File: config.mk
export PLATFORM = sky130hd
export DESIGN_NAME = hdlc_rx_frame
export DESIGN_NICKNAME = d
export VERILOG_FILES = /design/src/rtl/hdlc_rx_pkg.sv /design/src/rtl/hdlc_rx_hold.sv /design/src/rtl/hdlc_rx_crc.sv /design/src/rtl/hdlc_rx_ctrl.sv /design/src/rtl/hdlc_rx_frame.sv
export SDC_FILE = /design/constraint.sdc
export NUM_CORES = 1
export LEC_CHECK = 0
export ABC_AREA = 1
export BUFFER_PORTS_ARGS = -buffer_cell sky130_fd_sc_hd__buf_2
export CORE_MARGIN = 2
export CORE_UTILIZATION = 53
export DETAILED_ROUTE_END_ITERATION = 12
export MAX_ROUTING_LAYER = met4
export PLACE_DENSITY = 0.75
export SYNTH_ARGS = -nofsm -noshare
export SYNTH_HDL_FRONTEND = slang
export SYNTH_SLANG_ARGS = --single-unit
File: constraint.sdc
create_clock -name clk_i -period 1.6 [get_ports clk_i]
set_input_delay 0.08 -clock clk_i [delete_from_list [all_inputs] [get_ports clk_i]]
set_output_delay 0.08 -clock clk_i [all_outputs]
set_load 0.05 [all_outputs]
File: src/rtl/hdlc_rx_pkg.sv
package hdlc_rx_pkg;

  typedef enum logic [1:0] {
    TAG_MID      = 2'b00,
    TAG_FIRST    = 2'b01,
    TAG_LAST_OK  = 2'b10,
    TAG_LAST_BAD = 2'b11
  } tag_e;

  typedef enum logic [1:0] {
    RX_OFF   = 2'b00,
    RX_HUNT  = 2'b01,
    RX_FRAME = 2'b10
  } rx_st_e;

  localparam logic [15:0] CRC_POLY_REFL = 16'h8408;
  localparam logic [15:0] CRC_PRESET    = 16'hFFFF;
  localparam logic [15:0] CRC_RESIDUE   = 16'hF0B8;

endpackage

File: src/rtl/hdlc_rx_hold.sv
// Bit history: assembles bytes while holding back the trailing FCS window.
module hdlc_rx_hold #(
  parameter int BYTE_W   = 8,
  parameter int FCS_W    = 16,
  parameter int MIN_BITS = 32
) (
  input  logic              clk_i,
  input  logic              rst_ni,
  input  logic              clr_i,
  input  logic              shift_i,
  input  logic              bit_i,
  output logic              byte_rdy_o,
  output logic [BYTE_W-1:0] byte_o,
  output logic [FCS_W-1:0]  fcs_o,
  output logic              fcs_full_o,
  output logic              long_o,
  output logic              aligned_o
);
  localparam int HIST_W = BYTE_W + FCS_W - 1;
  localparam int PH_W   = (BYTE_W > 1) ? $clog2(BYTE_W) : 1;
  localparam int CNT_W  = $clog2(MIN_BITS + 1);

  logic [HIST_W-1:0] hist_q;
  logic [PH_W-1:0]   ph_q;
  logic [CNT_W-1:0]  cnt_q;

  always_ff @(posedge clk_i or negedge rst_ni) begin
    if (!rst_ni) begin
      hist_q <= '0;
      ph_q   <= '0;
      cnt_q  <= '0;
    end else if (clr_i) begin
      hist_q <= '0;
      ph_q   <= '0;
      cnt_q  <= '0;
    end else if (shift_i) begin
      hist_q <= {hist_q[HIST_W-2:0], bit_i};
      ph_q   <= (ph_q == PH_W'(BYTE_W - 1)) ? '0 : ph_q + 1'b1;
      if (cnt_q != CNT_W'(MIN_BITS)) cnt_q <= cnt_q + 1'b1;
    end
  end

  // next bit completes a byte that already has a full FCS window behind it
  assign byte_rdy_o = (ph_q == PH_W'(BYTE_W - 1)) &&
                      (cnt_q >= CNT_W'(BYTE_W + FCS_W - 1));

  for (genvar i = 0; i < BYTE_W; i++) begin : g_byte
    assign byte_o[i] = hist_q[HIST_W-1-i];
  end

  assign fcs_o      = hist_q[FCS_W-1:0];
  assign fcs_full_o = cnt_q >= CNT_W'(FCS_W);
  assign long_o     = cnt_q >= CNT_W'(MIN_BITS);
  assign aligned_o  = ph_q == '0;

endmodule

File: src/rtl/hdlc_rx_crc.sv
// Serial reflected CRC with residue compare.
module hdlc_rx_crc #(
  parameter int          CRC_W   = 16,
  parameter logic [15:0] POLY    = 16'h8408,
  parameter logic [15:0] PRESET  = 16'hFFFF,
  parameter logic [15:0] RESIDUE = 16'hF0B8
) (
  input  logic clk_i,
  input  logic rst_ni,
  input  logic clr_i,
  input  logic en_i,
  input  logic bit_i,
  output logic ok_o
);
  logic [CRC_W-1:0] crc_q, crc_d;
  logic             fb;

  always_comb begin
    fb    = crc_q[0] ^ bit_i;
    crc_d = (crc_q >> 1) ^ (fb ? POLY[CRC_W-1:0] : '0);
  end

  always_ff @(posedge clk_i or negedge rst_ni) begin
    if (!rst_ni)      crc_q <= PRESET[CRC_W-1:0];
    else if (clr_i)   crc_q <= PRESET[CRC_W-1:0];
    else if (en_i)    crc_q <= crc_d;
  end

  assign ok_o = crc_q == RESIDUE[CRC_W-1:0];

endmodule

File: src/rtl/hdlc_rx_ctrl.sv
// Frame sequencing, enable/disable timing, one-byte look-behind for tagging.
module hdlc_rx_ctrl
  import hdlc_rx_pkg::*;
#(
  parameter int BYTE_W = 8
) (
  input  logic              clk_i,
  input  logic              rst_ni,
  input  logic              rx_en_i,
  input  logic              bit_vld_i,
  input  logic              flag_i,
  input  logic              abort_i,
  input  logic              byte_rdy_i,
  input  logic [BYTE_W-1:0] byte_i,
  input  logic              long_i,
  input  logic              aligned_i,
  input  logic              fcs_full_i,
  input  logic              crc_ok_i,
  output logic              clr_o,
  output logic              shift_o,
  output logic              cap_o,
  output logic              byte_vld_o,
  output logic [BYTE_W-1:0] byte_o,
  output logic [1:0]        tag_o
);
  rx_st_e            st_q, st_d;
  logic              wrote_q, wrote_d;
  logic              pend_vld_q, pend_vld_d;
  logic [BYTE_W-1:0] pend_q, pend_d;
  logic              emit;
  tag_e              etag;
  logic              frame_ok;

  logic              vld_q;
  logic [BYTE_W-1:0] byte_q;
  tag_e              tag_q;

  assign frame_ok = crc_ok_i && long_i && aligned_i;

  always_comb begin
    st_d       = st_q;
    wrote_d    = wrote_q;
    pend_vld_d = pend_vld_q;
    pend_d     = pend_q;
    clr_o      = 1'b0;
    shift_o    = 1'b0;
    cap_o      = 1'b0;
    emit       = 1'b0;
    etag       = TAG_MID;
    case (st_q)
      RX_OFF: begin
        if (rx_en_i) st_d = RX_HUNT;
      end
      RX_HUNT: begin
        if (!rx_en_i) begin
          st_d = RX_OFF;
        end else if (flag_i) begin
          st_d  = RX_FRAME;
          clr_o = 1'b1;
        end
      end
      RX_FRAME: begin
        if (!rx_en_i && !wrote_q) begin
          // nothing written yet: stop now, drop held bytes
          st_d       = RX_OFF;
          clr_o      = 1'b1;
          pend_vld_d = 1'b0;
        end else if (flag_i) begin
          clr_o      = 1'b1;
          cap_o      = fcs_full_i;
          emit       = wrote_q;
          etag       = frame_ok ? TAG_LAST_OK : TAG_LAST_BAD;
          wrote_d    = 1'b0;
          pend_vld_d = 1'b0;
          st_d       = rx_en_i ? RX_FRAME : RX_OFF;
        end else if (abort_i) begin
          clr_o      = 1'b1;
          emit       = wrote_q;
          etag       = TAG_LAST_BAD;
          wrote_d    = 1'b0;
          pend_vld_d = 1'b0;
          st_d       = rx_en_i ? RX_HUNT : RX_OFF;
        end else if (bit_vld_i) begin
          shift_o = 1'b1;
          if (byte_rdy_i) begin
            emit       = pend_vld_q;
            etag       = wrote_q ? TAG_MID : TAG_FIRST;
            wrote_d    = wrote_q | pend_vld_q;
            pend_d     = byte_i;
            pend_vld_d = 1'b1;
          end
        end
      end
      default: st_d = RX_OFF;
    endcase
  end

  always_ff @(posedge clk_i or negedge rst_ni) begin
    if (!rst_ni) begin
      st_q       <= RX_OFF;
      wrote_q    <= 1'b0;
      pend_vld_q <= 1'b0;
      pend_q     <= '0;
      vld_q      <= 1'b0;
      byte_q     <= '0;
      tag_q      <= TAG_MID;
    end else begin
      st_q       <= st_d;
      wrote_q    <= wrote_d;
      pend_vld_q <= pend_vld_d;
      pend_q     <= pend_d;
      vld_q      <= emit;
      if (emit) begin
        byte_q <= pend_q;
        tag_q  <= etag;
      end
    end
  end

  assign byte_vld_o = vld_q;
  assign byte_o     = byte_q;
  assign tag_o      = tag_q;

endmodule

File: src/rtl/hdlc_rx_frame.sv
module hdlc_rx_frame
  import hdlc_rx_pkg::*;
#(
  parameter int BYTE_W   = 8,
  parameter int FCS_W    = 16,
  parameter int MIN_BITS = 32
) (
  input  logic              clk_i,
  input  logic              rst_ni,
  input  logic              rx_en_i,
  input  logic              bit_vld_i,
  input  logic              bit_i,
  input  logic              flag_i,
  input  logic              abort_i,
  output logic              byte_vld_o,
  output logic [BYTE_W-1:0] byte_o,
  output logic [1:0]        tag_o,
  output logic [FCS_W-1:0]  fcs_o
);
  logic              clr, shift, cap;
  logic              byte_rdy, fcs_full, long_frm, aligned, crc_ok;
  logic [BYTE_W-1:0] hold_byte;
  logic [FCS_W-1:0]  hold_fcs;
  logic [FCS_W-1:0]  fcs_q;

  hdlc_rx_hold #(
    .BYTE_W  (BYTE_W),
    .FCS_W   (FCS_W),
    .MIN_BITS(MIN_BITS)
  ) hold_i (
    .clk_i     (clk_i),
    .rst_ni    (rst_ni),
    .clr_i     (clr),
    .shift_i   (shift),
    .bit_i     (bit_i),
    .byte_rdy_o(byte_rdy),
    .byte_o    (hold_byte),
    .fcs_o     (hold_fcs),
    .fcs_full_o(fcs_full),
    .long_o    (long_frm),
    .aligned_o (aligned)
  );

  hdlc_rx_crc #(
    .CRC_W  (FCS_W),
    .POLY   (CRC_POLY_REFL),
    .PRESET (CRC_PRESET),
    .RESIDUE(CRC_RESIDUE)
  ) crc_i (
    .clk_i (clk_i),
    .rst_ni(rst_ni),
    .clr_i (clr),
    .en_i  (shift),
    .bit_i (bit_i),
    .ok_o  (crc_ok)
  );

  hdlc_rx_ctrl #(
    .BYTE_W(BYTE_W)
  ) ctrl_i (
    .clk_i     (clk_i),
    .rst_ni    (rst_ni),
    .rx_en_i   (rx_en_i),
    .bit_vld_i (bit_vld_i),
    .flag_i    (flag_i),
    .abort_i   (abort_i),
    .byte_rdy_i(byte_rdy),
    .byte_i    (hold_byte),
    .long_i    (long_frm),
    .aligned_i (aligned),
    .fcs_full_i(fcs_full),
    .crc_ok_i  (crc_ok),
    .clr_o     (clr),
    .shift_o   (shift),
    .cap_o     (cap),
    .byte_vld_o(byte_vld_o),
    .byte_o    (byte_o),
    .tag_o     (tag_o)
  );

  always_ff @(posedge clk_i or negedge rst_ni) begin
    if (!rst_ni)  fcs_q <= '0;
    else if (cap) fcs_q <= hold_fcs;
  end

  assign fcs_o = fcs_q;

endmodule

# Word-level counts from Yosys, hierarchy flattened
# Index checks and enable logic that the tools add are counted.
# totals
regBits	87
output_inout_bits	27
word_cells	107
# classes
addsub	2
order_cmp	3
eq_ne	8
muxes	57
n_bitwise	6
n_reduce_logical	19
# op_table
op	count
16-bit 2-to-1 mux	3
23-bit 2-to-1 mux	2
1-bit 2-to-1 mux	31
2-bit 2-to-1 mux	13
6-bit 2-to-1 mux	3
16-bit equality test (second input constant)	1
15-bit by 16-bit bitwise XOR with 16-bit output	1
6-bit by 5-bit greater-or-equal comparator with 1-bit output (second input constant)	2
3-bit 2-to-1 mux	3
4-bit nonzero test	2
6-bit by 1-bit adder with 6-bit output (second input constant)	1
6-bit greater-or-equal comparator (second input constant)	1
6-bit != test (second input constant)	1
2-bit one-hot mux with 3 select lines	1
3-bit AND reduction	2
6-bit AND reduction	1
3-bit nonzero test	2
1-bit logical AND	4
4-bit by 3-bit != test with 1-bit output (second input constant)	1
4-bit AND reduction	1
2-bit nonzero test	2
3-bit by 1-bit adder with 3-bit output (second input constant)	1
3-bit equality test (second input constant)	1
3-bit zero test	1
other kinds (11)	14

# Longest topological paths before layout
# logic_depth
ltp_word	8
ltp_mapped	10

# Hierarchy
# From an unflattened synthesis, not the netlist that was laid out.
# hier_totals
cells_unflattened	443
hier_area_um2	4151.5
# modules_own_cells
module	n_inst	cells_per_inst	area_per_inst_um2
hdlc_rx_hold	1	154	1519.0
hdlc_rx_ctrl	1	142	1193.6
hdlc_rx_crc	1	79	794.5
hdlc_rx_frame	1	68	644.4

# Worst setup path after synthesis
# Ideal clock, no wire load.
# synth_path
path_kind	reg-to-reg
start	reg ctrl_i.st_q[0]
end	reg ctrl_i.byte_q[0], in the netlist ctrl_i.byte_o[0]
setup_time_ns	0.120
t_arrival_ns	1.379
t_required_ns	1.480
setup_slack_ns	0.101
stages_incl_launch_ff	9
synth_period_minus_slack_ns	1.499
cell_sequence	dfrtp_1 inv_1 ha_1 nand3_4 a21oi_2 nand2_1 buf_6 nand2_1 o21ai_2
# synth_between
elab_chain_len	2
# synth_lines
element	line_no	source
start, declared	hdlc_rx_ctrl.sv:26	rx_st_e st_q, st_d;
start signal, assigned	hdlc_rx_ctrl.sv:108	st_q <= st_d;
2-bit equality test	hdlc_rx_ctrl.sv:50	case (st_q)
1-bit 2-to-1 mux	hdlc_rx_ctrl.sv:50	
end signal, assigned	hdlc_rx_ctrl.sv:114	byte_q <= pend_q;
end, declared	hdlc_rx_ctrl.sv:35	logic [BYTE_W-1:0] byte_q;
# Every way passes these cells.
# A chain may end at the register's enable or synchronous reset.

# Worst setup path after layout
# layout_path
start	reg hold_i.ph_q[0]
end	reg ctrl_i.pend_q[5]
# layout_between
elab_chain_len	3
# layout_lines
element	line_no	source
start, declared	hdlc_rx_hold.sv:24	logic [PH_W-1:0] ph_q;
start signal, assigned	hdlc_rx_hold.sv:38	ph_q <= (ph_q == PH_W'(BYTE_W - 1)) ? '0 : ph_q + 1'b1;
3-bit equality test	hdlc_rx_hold.sv:44	assign byte_rdy_o = (ph_q == PH_W'(BYTE_W - 1)) &&
1-bit logical AND	hdlc_rx_hold.sv:44	
6-bit AND reduction (no line)	n/a	
end signal, assigned	hdlc_rx_ctrl.sv:111	pend_q <= pend_d;
end, declared	hdlc_rx_ctrl.sv:29	logic [BYTE_W-1:0] pend_q, pend_d;
# Every way passes these cells.

==> flow_summary.yaml <==
status:
  status: "finished with violations"
  violations: "setup timing"
clock_network:
  clk_latency_ns: 0.36
  cts_buffers: 9
  path_clk_slew_ns: 0.10
  cts_tree: "yes"
  htree_levels: 3
  root_buffer: "clkbuf_8"
  cts.sinks: 87
  cts_buffer_depth: 2
yosys:
  netlist_top_cells_count: "nand2_1, dfrtp_1, inv_1"
  synth_edf_count: 0
  syn_inst: 425
  async_reset_ff_share_pct: 100
  synthFlopType: "dfrtp_1"
  yosysMostFrequentCell: "nand2_1"
  ys_ff_latch: 87
  ys_warn_count: 0
  synth_nets: 442
  synthTopCellsByArea: "dfrtp_1, dfstp_2, nand2_1, inv_1, nand3_1"
  yosysTopAreaCellShare_pct: 45.0
  synth_area_leader_cell: "dfrtp_1"
  synthDistinctLibCells: 31
  synth_area_per_cell_um2: 9.28
  synth-seq-area-share_pct: 55.7
  synthesis.area_um2: 3950
floorplan:
  start_util_pct: 54.7
  dieArea_um2: 8150
  rows: 31
  ios: 34
  core_area_um2: 7210
  die_width_um: 90.3
  die_y_um: 90.3
power:
  peakVddDrop_v: 0.00114
  p_switching_mw: 3.45
  p_per_area_nw_per_um2: 1700
  p_leak_nw: 2.37
  internal-power_mw: 4.86
  power_frac_seq_pct: 41.1
  p_clk_share_pct: 21.5
  swShare_pct: 41.5
  power_frac_comb_pct: 37.4
cells_and_area:
  drive_above_1_share_pct: 30.4
  fill_cells: 546
  multi_input_area_um2: 1520
  fin_nets: 502
  areaGrowthSynthToFinish_pct: 24.1
  fin_area_um2: 4900
  diodes: 0
  regArea_um2: 2200
sta:
  rsz0062_at_grt: "true"
  relSlewSlack_pct: 63.3
  setup_viol: 3
  clock_skew_ns: 0.0142
  period_needed_ns: 1.60
  fin_crit_sh_pct: 100
  worst_slack_ns: -0.00343
  hold_viol_final: 0
  tns_ns: -0.00759
  slew_violations: 0
  fmax_mhz: 624
  worstMarginPinSlew_ns: 0.550
  whs_ns: 0.101
routing:
  antenna_left: 0
  via_count: 3052
  routed_wl_um: 8630
  vias_per_cell: 5.18
  drc: 0
  wire_per_inst_um: 14.7
  drtIter0Drc: 170
  dr.pass1.iters: 4
worst_setup_path:
  critical_path.top_delay_family: "flip-flops"
  start_kind: "register"
  path_buf_inv: 2
  crit_chain: "ha_2, ha_4, nand2_2, a21oi_2, nand2_2, buf_6, nor2_4, clkbuf_16, o21ai_1"
  cp.arrival_ns: 1.85
  cp_max_fo: 8
  worstSetupPathType: "reg2reg"
  crit_path_frequent_cell: "nand2_2"
  max_stage_delay_ns: 0.38
  end_kind: "register"
  cp.required_ns: 1.85
  cp_slowest_cell: "dfrtp_1"
global_routing:
  gr-total-overflow: 0
  grt.total_usage_pct: 21.0
  grt_pass1_wl_um: 13400
  antenna_found_initial: 0
  grt_pass1_vias: 2884
  grt_start_max_net_pins: 43
worst_hold_path:
  min_path_type: "in2reg"
flow_run:
  maxCapViolations: 0
placement:
  place_congestion: 0.855
  io_buffer_count: 33
  placed_area_um2: 4290
  hpwl_um: 5140
==> kinds of logic after synthesis <==
kind of cell	count (synthesis)	share of synthesized area [%]
buffers and inverters	73	8.53
AOI/OAI and AO/OA	84	13.3
xor gates and xnor gates	4	0.888
and+or+nand+nor	167	18.4
adders and majority gates	10	3.17
DFF	87	55.7
==> layout by cell type, fill, tap and decap left out, types with 7 or more instances in the layout <==
cell / netlist / routed
o21ai_0: 28 / 20
buf_4: 4 / 17
nand3_1: 28 / 28
inv_1: 54 / 52
nor2_1: 15 / 14
clkbuf_8: 0 / 9
o21ai_2: 15 / 17
nand2_2: 3 / 11
nand2_1: 111 / 100
buf_12: 0 / 7
dfstp_2: 16 / 16
buf_2: 5 / 32
o21ai_1: 26 / 31
dfrtp_1: 71 / 70
==> cell type report <==
| class | instances | share of cell area, % |
|---|---|---|
| clock inverters | 7 | 2.25 |
| repair buffers | 66 | 12.4 |
| multi-input cells | 265 | 31.1 |
| clock buffers | 9 | 2.53 |
| well taps | 99 | 2.53 |
| flip-flops and latches | 87 | 44.9 |
| inverters | 56 | 4.29 |
==> per-stage QoR <==
step / worst slack (ns) / cells / utilization (%) / total power, mW
6_report: -0.00343 / 589 / 67.9 / 8.31
5_1_grt: -0.0888 / 589 / 67.9 / 8.80
4_1_cts: 0.00153 / 574 / 63.1 / 8.04
3_5_place_dp: -0.0174 / 556 / 59.5 / 6.23
3_3_place_gp: 0.0367 / 556 / 59.5 / 6.12
2_1_floorplan: 0.101 / 425 / - / 5.49
==> flip-flops by register name, summed over array words and instances (netlist names) <==
| signal | cells |
|---|---|
| ctrl_i.pend_vld_q | 1 |
| hold_i.cnt_q | 6 |
| ctrl_i.pend_q | 8 |
| ctrl_i.st_q | 2 |
| hold_i.ph_q | 3 |
| ctrl_i.tag_o | 2 |
| fcs_o | 16 |
| crc_i.crc_q | 16 |
| ctrl_i.wrote_q | 1 |
| ctrl_i.byte_o | 8 |
| hold_i.hist_q | 23 |
| ctrl_i.byte_vld_o | 1 |
==> power groups by stage <==
stage | Combinational [mW] | Sequential, mW | Clock, mW
after floorplan | 1.24 | 4.26 | 0
after global placement | 2.73 | 3.39 | 0
after detailed placement | 2.81 | 3.42 | 0
after CTS | 2.83 | 3.39 | 1.83
after global routing | 3.38 | 3.50 | 1.92
final | 3.10 | 3.41 | 1.79
==> what timing repair did <==
item,4_1_cts,5_1_grt
hold buffers,2,0
pin swaps,0,8
endpoints found under the setup margin,23,69
gates cloned,0,6
resized for setup,1,40
buffers inserted,0,9
hold endpoints to repair,24,0
==> worst min-delay path, stage by stage <==
cell     delay (ns)
buf_2          0.10
nor2_4         0.05
nand2_1        0.05
nand4_1        0.09
nand2_1        0.06
==> final timing paths <==
path / start / to / slack, ns / depth (start not counted)
worst min-delay path: abort_i / ctrl_i.tag_o[0] / 0.10 / 5
max in group asynchronous: rst_ni / fcs_o[4] / 0.78 / 3
worst max register to register: hold_i.ph_q[0] / ctrl_i.pend_q[5] / -0.003 / 9
min in group asynchronous: rst_ni / ctrl_i.byte_vld_o / 0.23 / 2
worst max-delay path: hold_i.ph_q[0] / ctrl_i.pend_q[5] / -0.003 / 9
worst min register to register: ctrl_i.byte_o[3] / ctrl_i.byte_o[3] / 0.49 / 2
==> per-layer routing <==
metal  GRT usage (%)  share of wire (%)  up-vias
li1                -                  -     1479
met1            26.2                 43     1512
met2            33.3                 52       51
met3            6.09                3.0       10
met4            6.67                1.4        0
met5               -                  0        -
No activity file was read; power rests on OpenSTA's default activity.
